$ cat config.mk
export PLATFORM = sky130hd
export DESIGN_NAME = sio_chan_ctrl
export DESIGN_NICKNAME = d
export VERILOG_FILES = /design/src/rtl/sio_pkg.sv /design/src/rtl/sio_host_dec.sv /design/src/rtl/sio_rx_hold.sv /design/src/rtl/sio_tx_path.sv /design/src/rtl/sio_chan_ctrl.sv
export SDC_FILE = /design/constraint.sdc
export NUM_CORES = 1
export LEC_CHECK = 0
export ABC_AREA = 1
export BUFFER_PORTS_ARGS = -buffer_cell sky130_fd_sc_hd__buf_2
export CORE_ASPECT_RATIO = 0.7
export CORE_MARGIN = 1.5
export CORE_UTILIZATION = 40
export DETAILED_ROUTE_END_ITERATION = 6
export HOLD_SLACK_MARGIN = 0.06
export PLACE_DENSITY_LB_ADDON = 0.12
export SLEW_MARGIN = 20
export SYNTH_ARGS = -nofsm -noshare
export SYNTH_HDL_FRONTEND = slang
export SYNTH_HIERARCHICAL = 1
export SYNTH_SLANG_ARGS = --single-unit
$ cat constraint.sdc
create_clock -name clk -period 1.6 [get_ports clk]
set_input_delay 0.08 -clock clk [delete_from_list [all_inputs] [get_ports clk]]
set_output_delay 0.08 -clock clk [all_outputs]
set_load 0.02 [all_outputs]
$ cat src/rtl/sio_pkg.sv
package sio_pkg;
  // Register offsets inside one channel (a neighbour decodes the channel bit above these)
  localparam int unsigned OFS_MODE = 1;
  localparam int unsigned OFS_STAT = 3;  // read: status, write: clock select
  localparam int unsigned OFS_CMD  = 5;
  localparam int unsigned OFS_DATA = 7;  // read: receive byte, write: transmit byte

  // Status bit positions
  localparam int unsigned ST_RX_RDY   = 0;
  localparam int unsigned ST_RX_FULL  = 1;
  localparam int unsigned ST_TX_RDY   = 2;
  localparam int unsigned ST_TX_EMPTY = 3;

  // Two-bit command field codes
  typedef enum logic [1:0] {
    FLD_HOLD = 2'b00,
    FLD_ON   = 2'b01,
    FLD_OFF  = 2'b10,
    FLD_NOP  = 2'b11
  } fld_t;
endpackage

$ cat src/rtl/sio_host_dec.sv
module sio_host_dec
  import sio_pkg::*;
#(
  parameter int unsigned ADDR_W = 3
) (
  input  logic [ADDR_W-1:0] addr,
  input  logic              wr,
  input  logic              rd,
  input  logic [3:0]        cmd_bits,
  output logic              rx_on,
  output logic              rx_off,
  output logic              tx_on,
  output logic              tx_off,
  output logic              load,
  output logic              take,
  output logic              stat_sel,
  output logic              data_sel
);
  localparam logic [ADDR_W-1:0] A_STAT = ADDR_W'(OFS_STAT);
  localparam logic [ADDR_W-1:0] A_CMD  = ADDR_W'(OFS_CMD);
  localparam logic [ADDR_W-1:0] A_DATA = ADDR_W'(OFS_DATA);

  logic cmd_wr;
  fld_t rx_fld, tx_fld;

  always_comb begin
    cmd_wr   = wr && (addr == A_CMD);
    rx_fld   = fld_t'(cmd_bits[1:0]);
    tx_fld   = fld_t'(cmd_bits[3:2]);
    rx_on    = cmd_wr && (rx_fld == FLD_ON);
    rx_off   = cmd_wr && (rx_fld == FLD_OFF);
    tx_on    = cmd_wr && (tx_fld == FLD_ON);
    tx_off   = cmd_wr && (tx_fld == FLD_OFF);
    load     = wr && (addr == A_DATA);
    take     = rd && (addr == A_DATA);
    stat_sel = rd && (addr == A_STAT);
    data_sel = take;
  end
endmodule

$ cat src/rtl/sio_rx_hold.sv
module sio_rx_hold #(
  parameter int unsigned DATA_W = 8
) (
  input  logic              clk,
  input  logic              rst_n,
  input  logic              rx_on,
  input  logic              rx_off,
  input  logic              take,
  input  logic              in_valid,
  input  logic [DATA_W-1:0] in_data,
  output logic              in_ready,
  output logic [DATA_W-1:0] hold,
  output logic              full,
  output logic              evt
);
  logic en_q;
  logic cap;

  assign in_ready = en_q & ~full;
  assign cap      = in_valid & in_ready;

  always_ff @(posedge clk) begin
    if (!rst_n) begin
      en_q <= 1'b0;
      full <= 1'b0;
      hold <= '0;
      evt  <= 1'b0;
    end else begin
      if (rx_on)       en_q <= 1'b1;
      else if (rx_off) en_q <= 1'b0;
      if (cap) begin
        full <= 1'b1;
        hold <= in_data;
      end else if (take) begin
        full <= 1'b0;
      end
      evt <= cap;
    end
  end
endmodule

$ cat src/rtl/sio_tx_path.sv
module sio_tx_path #(
  parameter int unsigned DATA_W = 8
) (
  input  logic              clk,
  input  logic              rst_n,
  input  logic              tx_on,
  input  logic              tx_off,
  input  logic              load,
  input  logic [DATA_W-1:0] load_data,
  output logic              out_valid,
  output logic [DATA_W-1:0] out_data,
  input  logic              out_ready,
  output logic              rdy,
  output logic              emt,
  output logic              evt
);
  logic en_q, pend_q, done_q;
  logic en_d, rdy_d, emt_d;
  logic accept, drain;

  assign accept    = load & rdy;
  assign drain     = pend_q & out_ready;
  assign out_valid = pend_q;

  always_comb begin
    en_d  = en_q;
    rdy_d = rdy;
    emt_d = emt;
    if (tx_off) begin
      en_d  = 1'b0;
      rdy_d = 1'b0;
      emt_d = 1'b0;
    end else if (tx_on) begin
      en_d = 1'b1;
      if (!pend_q) begin
        rdy_d = 1'b1;
        emt_d = 1'b1;
      end
    end else if (accept) begin
      rdy_d = 1'b0;
      emt_d = 1'b0;
    end else if (done_q && en_q) begin
      rdy_d = 1'b1;
      emt_d = 1'b1;
    end
  end

  always_ff @(posedge clk) begin
    if (!rst_n) begin
      en_q     <= 1'b0;
      rdy      <= 1'b0;
      emt      <= 1'b0;
      evt      <= 1'b0;
      pend_q   <= 1'b0;
      done_q   <= 1'b0;
      out_data <= '0;
    end else begin
      en_q   <= en_d;
      rdy    <= rdy_d;
      emt    <= emt_d;
      evt    <= rdy_d & ~rdy;
      done_q <= drain;
      if (accept) begin
        pend_q   <= 1'b1;
        out_data <= load_data;
      end else if (drain) begin
        pend_q <= 1'b0;
      end
    end
  end
endmodule

$ cat src/rtl/sio_chan_ctrl.sv
module sio_chan_ctrl
  import sio_pkg::*;
#(
  parameter int unsigned DATA_W = 8,
  parameter int unsigned ADDR_W = 3
) (
  input  logic              clk,
  input  logic              rst_n,
  input  logic [ADDR_W-1:0] host_addr,
  input  logic              host_wr,
  input  logic              host_rd,
  input  logic [DATA_W-1:0] host_wdata,
  output logic [DATA_W-1:0] host_rdata,
  input  logic              rx_valid,
  input  logic [DATA_W-1:0] rx_data,
  output logic              rx_ready,
  output logic              tx_valid,
  output logic [DATA_W-1:0] tx_data,
  input  logic              tx_ready,
  output logic              rx_int,
  output logic              tx_int,
  output logic              rx_evt,
  output logic              tx_evt
);
  logic rx_on, rx_off, tx_on, tx_off, load, take, stat_sel, data_sel;
  logic rx_full, tx_rdy, tx_emt;
  logic [DATA_W-1:0] rx_hold;
  logic [DATA_W-1:0] status;

  sio_host_dec #(.ADDR_W(ADDR_W)) u_dec (
    .addr(host_addr), .wr(host_wr), .rd(host_rd), .cmd_bits(host_wdata[3:0]),
    .rx_on(rx_on), .rx_off(rx_off), .tx_on(tx_on), .tx_off(tx_off),
    .load(load), .take(take), .stat_sel(stat_sel), .data_sel(data_sel)
  );

  sio_rx_hold #(.DATA_W(DATA_W)) u_rx (
    .clk(clk), .rst_n(rst_n), .rx_on(rx_on), .rx_off(rx_off), .take(take),
    .in_valid(rx_valid), .in_data(rx_data), .in_ready(rx_ready),
    .hold(rx_hold), .full(rx_full), .evt(rx_evt)
  );

  sio_tx_path #(.DATA_W(DATA_W)) u_tx (
    .clk(clk), .rst_n(rst_n), .tx_on(tx_on), .tx_off(tx_off),
    .load(load), .load_data(host_wdata),
    .out_valid(tx_valid), .out_data(tx_data), .out_ready(tx_ready),
    .rdy(tx_rdy), .emt(tx_emt), .evt(tx_evt)
  );

  assign rx_int = rx_full;
  assign tx_int = tx_rdy;

  always_comb begin
    status              = '0;
    status[ST_RX_RDY]   = rx_full;
    status[ST_RX_FULL]  = rx_full;
    status[ST_TX_RDY]   = tx_rdy;
    status[ST_TX_EMPTY] = tx_emt;
    host_rdata          = '0;
    if (stat_sel)      host_rdata = status;
    else if (data_sel) host_rdata = rx_hold;
  end
endmodule

==> results_dict.tcl, run 1 <==
set metrics [dict create \
    num_rows 16 \
    synth_mux_area_share_pct 0 \
    yosysWarnings 6 \
    io_buffers 46 \
    synth-xor-area-share_pct 0 \
    max_cap_violations 0 \
    drc_errors 0 \
    grt_max_degree 20 \
    num_vias 1187 \
    syn-cell-area_mm2 0.00118 \
    synth_fa_ha_area_share_pct 0 \
    crit_start "u_tx/rdy" \
    holdCritStartpoint "host_wdata[5]" \
    cts.root.buffer_cell "clkbuf_8" \
    drv_slew 0 \
    worst_pin_slew_ns 0.429 \
    avgSynthCellArea_um2 6.73 \
    pre_cts_slack_ns 0.378 \
    fillers 292 \
    mostFrequentLayoutCell "nor2_1" \
    firstDrtPassIters 6 \
    hp-class "input pin to flip-flop" \
    ant_nets 0 \
    fin_hold_ws_ns 0.0683 \
    outcome "finished clean" \
    critical_path_required_ns 1.77 \
    period_share_pct 73.2 \
    power_mw 1.11 \
    worstSetupEndpointType "flip-flop" \
    grt_overflow_total 0 \
    synthSimpleGateAreaFrac_pct 37.8 \
    core_area_mm2 0.00280 \
    synth_seq_area_share_pct 42.3 \
    fin_worst_skew_ns 0.00336 \
    synth-compound-area-share_pct 4.55 \
    cts_made_buffers 3 \
    antenna_cells 0 \
    h-tree-depth 1 \
    drt-initial-drc-count 67 \
    powerDensity_mw_per_mm2 713 \
    die_x_um 68.0 \
    path_max_fanout 11 \
    cts_tree "built" \
    start_util_pct 42.2 \
    r2r_start "u_tx/rdy" \
    seq_area_um2 500 \
    rsz0062_at_grt "false" \
    multi_input_area_um2 502 \
    synth_top_family_by_area "simple AND/OR/NAND/NOR gates" \
    path_class "flip-flop to flip-flop" \
    ys_ff_latch 25 \
    wl_um 2720 \
    area_delta_synth_final_pct 31.3 \
    finalSetupViolCount 0 \
    cts.path.max_buffers 2 \
    ir_drop_mv 0.477 \
    numClockSinks 25 \
    finalHoldViolCount 0 \
    timing.fmax_mhz 854 \
    crit_arrival_ns 1.35 \
    grt_pass1_wl_um 4570 \
    avgViaCountPerCell 4.45 \
    wl_per_cell_um 10.2 \
    grt_usage_pct 18.0 \
    syn_inst 176 \
    final_cell_mix "nor2_1, buf_2, nand2_1" \
    relSlewSlack_pct 71.4 \
    antenna_found_initial 0 \
    p_leak_nw 0.862 \
    fin_setup_tns_ns 0 \
    clk_latency_ns 0.26 \
    drive_above_1_share_pct 27.3 \
    grt_pass1_vias 1067 \
    min_period_ns 1.17 \
    layout.nets 257 \
    postCtsSetupBuffers 0 \
    syn_nets 201 \
    start_kind "flip-flop" \
    die_y_um 48.5 \
    gp_congestion 0.817 \
    clkTransAtPathRegs_ns 0.09 \
    synth_cell_types 22 \
    die_area_mm2 0.00330 \
    pin_count 47 \
    layout_setup_ws_ns 0.429 \
    dp_hpwl_um 2010 \
]
-- worst max-delay path, stage by stage, from the launching register on --
cell     delay [ns]
dfxtp_1        0.41
nand2_1        0.29
nor2_1         0.21
nor2_2         0.07
nand3_1        0.07
inv_1          0.04
-- flip-flops by register name (all words and copies together) (netlist names) --
name            cells
u_tx/evt            1
u_tx/en_q           1
u_tx/out_data       8
u_tx/out_valid      1
u_tx/done_q         1
u_tx/rdy            1
u_rx/hold           8
u_rx/full           1
u_rx/en_q           1
u_rx/evt            1
u_tx/emt            1
-- synth_stat cells, drive strengths merged --
library cell / number / area, um2
inv: 28 / 108
clkinv: 1 / 8.76
nand3: 8 / 52.6
buf: 7 / 65.1
nor3: 3 / 15.0
nand3b: 1 / 7.51
nor2: 50 / 195
nand2: 41 / 164
nor3b: 1 / 7.51
o21ai: 8 / 40.0
a21oi: 2 / 13.8
dfxtp: 25 / 500
or2: 1 / 6.26
-- per-stage QoR --
step	std cells	util (%)	cell area [um2]
after floorplan	176	-	1180
after global placement	253	50.3	1410
after detailed placement	253	50.3	1410
after CTS	267	55.4	1550
after global routing	267	55.4	1550
final	267	55.4	1550
-- logic make-up after synthesis --
| family | Yosys count |
|---|---|
| simple gates | 105 |
| buf+inv | 36 |
| flops | 25 |
| compound gates | 10 |
-- path summary, 6_finish.rpt --
check / slack (ns) / end / cells after the start
worst max register to register: 0.43 / u_tx/evt / 5
worst max-delay path: 0.43 / u_tx/evt / 5
worst min-delay path: 0.07 / u_tx/out_data[5] / 3
worst min register to register: 0.48 / u_tx/done_q / 2
-- metal layers --
layer | up-vias | global-route usage, % | share of wire [%]
li1 | 630 | - | -
met1 | 520 | 22.5 | 46
met2 | 35 | 30.9 | 47
met3 | 2 | 5.58 | 6.4
met4 | 0 | 2.33 | 0.29
met5 | - | 0 | 0
-- repair_timing --
action                    4_1_cts  5_1_grt
gates resized for setup         0        0
hold buffers                   10        0
hold endpoints to repair       10        0
-- where the power goes --
group	internal [mW]	total (mW)	switching [mW]	leakage (nW)
Sequential	0.625	0.628	0.00240	0.201
Combinational	0.0528	0.106	0.0531	0.637
Clock	0.178	0.375	0.197	0.0228
Total	0.856	1.11	0.252	0.862
-- layout make-up --
type / instances / area share (%)
repair buffers: 58 / 22.2
well taps: 36 / 2.90
multi-input cells: 115 / 32.3
inverters: 29 / 7.49
flip-flops and latches: 25 / 32.2
clock buffers: 4 / 2.90
Note: power is estimated with default switching activity, not from simulation.
==> inputs of run 2 (changes only) <==
clock period = 1.2 ns   (was 1.6 ns; I/O delays follow)
==> results_dict.tcl, run 2 (synthesis gave the netlist of run 1 again) <==
set metrics [dict create \
    die_area_mm2 0.00330 \
    cts_resized 0 \
    drt-initial-drc-count 37 \
    path_common_cell "nand2_1" \
    period_share_pct 87.6 \
    grt_max_degree 20 \
    num_vias 1184 \
    crit_chain "buf_4, nand2_1, nand2_1, buf_2" \
    ir_drop_mv 0.758 \
    die_x_um 68.0 \
    mostFrequentLayoutCell "nor2_1" \
    layout.nets 261 \
    wl_per_cell_um 9.63 \
    outcome "finished clean" \
    powerDensity_mw_per_mm2 918 \
    io_buffers 46 \
    ant_nets 0 \
    avgViaCountPerCell 4.37 \
    firstDrtPassIters 4 \
    fin_worst_skew_ns 0.00117 \
    finalSetupViolCount 0 \
    reg2reg_slack_ns 0.26 \
    grt_usage_pct 16.9 \
    die_y_um 48.5 \
    path_class "flip-flop to output port" \
    cts.path.max_buffers 2 \
    antenna_cells 0 \
    timing.fmax_mhz 952 \
    grt_pass1_wl_um 4350 \
    drive_above_1_share_pct 27.7 \
    p_leak_nw 0.879 \
    wl_um 2610 \
    slowest_stage "dfxtp_1" \
    cts_made_buffers 3 \
    utilization_pct 56.7 \
    gp_congestion 0.827 \
    clkTransAtPathRegs_ns 0.08 \
    crit_arrival_ns 0.99 \
    core_area_mm2 0.00280 \
    fin_hold_ws_ns 0.0748 \
    relSlewSlack_pct 75.6 \
    path_max_fanout 3 \
    numClockSinks 25 \
    grt_overflow_total 0 \
    h-tree-depth 1 \
    cp_top_family "flip-flops" \
    pin_count 47 \
    clk_latency_ns 0.26 \
    grt_pass1_vias 1062 \
    fin_setup_tns_ns 0 \
    cts_tree "built" \
    area_delta_synth_final_pct 34.2 \
    crit_buf_inv 2 \
    drv_slew 0 \
    cts.root.buffer_cell "clkbuf_8" \
    dp_hpwl_um 1950 \
    cpPeakStageDelay_ns 0.35 \
    final_cell_mix "nor2_1, buf_2, nand2_1" \
    hp-class "input pin to flip-flop" \
    rsz0062_at_grt "false" \
    num_rows 16 \
    drc_errors 0 \
    start_util_pct 42.2 \
    layout_setup_ws_ns 0.149 \
    worst_pin_slew_ns 0.367 \
    min_period_ns 1.05 \
    max_cap_violations 0 \
    antenna_found_initial 0 \
    pre_cts_slack_ns 0.108 \
    start_kind "flip-flop" \
    dp.cells 255 \
    reg.largest.list "u_rx/hold (8), u_tx/out_data (8)" \
    critical_path_required_ns 1.14 \
    instances_no_fill 271 \
    worstSetupEndpointType "output port" \
    finalHoldViolCount 0 \
]
## run 2: metrics by stage
stage	cell area (um2)	power, mW
6_report	1590	1.46
5_1_grt	1590	1.54
3_5_place_dp	1420	0.972
4_1_cts	1590	1.49
3_3_place_gp	1420	0.970
2_1_floorplan	1180	0.920
## run 2: area by class of cell
cell class	instances	area (um2)
fillers	280	1210
multi-input cells	115	502
flip-flops and latches	25	500
repair buffers	62	380
inverters	29	116
clock buffers	4	45.0
well taps	36	45.0
## run 2: path summary, 6_finish.rpt
kind	startpoint	end	cells after the start
max	u_tx/rdy	host_rdata[2]	4
min	host_wdata[2]	u_tx/out_data[2]	3
max reg2reg	u_tx/rdy	u_tx/out_data[6]	5
min reg2reg	u_tx/out_valid	u_tx/out_valid	2
## run 2: report_power, final
part | total [mW] | switching, mW | internal, mW
Clock | 0.476 | 0.239 | 0.237
Combinational | 0.145 | 0.0702 | 0.0752
Sequential | 0.837 | 0.00290 | 0.834
Total | 1.46 | 0.313 | 1.15
## run 2: routing by layer
metal,track usage (%),vias up,share of wire (%)
li1,-,640,-
met1,21.9,521,48
met3,4.42,0,4.8
met5,0,-,0
met4,3.67,0,0
met2,28.2,23,47
## run 2: timing repair
item                      in CTS  in global routing
hold buffers                  12                  0
hold endpoints to repair      13                  0
buffers inserted               0                  0
## run 2: worst register-to-register path, stage by stage, from the launching register on
cell      delay, ns
dfxtp_1        0.32
nand2_1        0.07
buf_4          0.18
clkinv_4       0.10
nor2_1         0.09
nor2_1         0.06
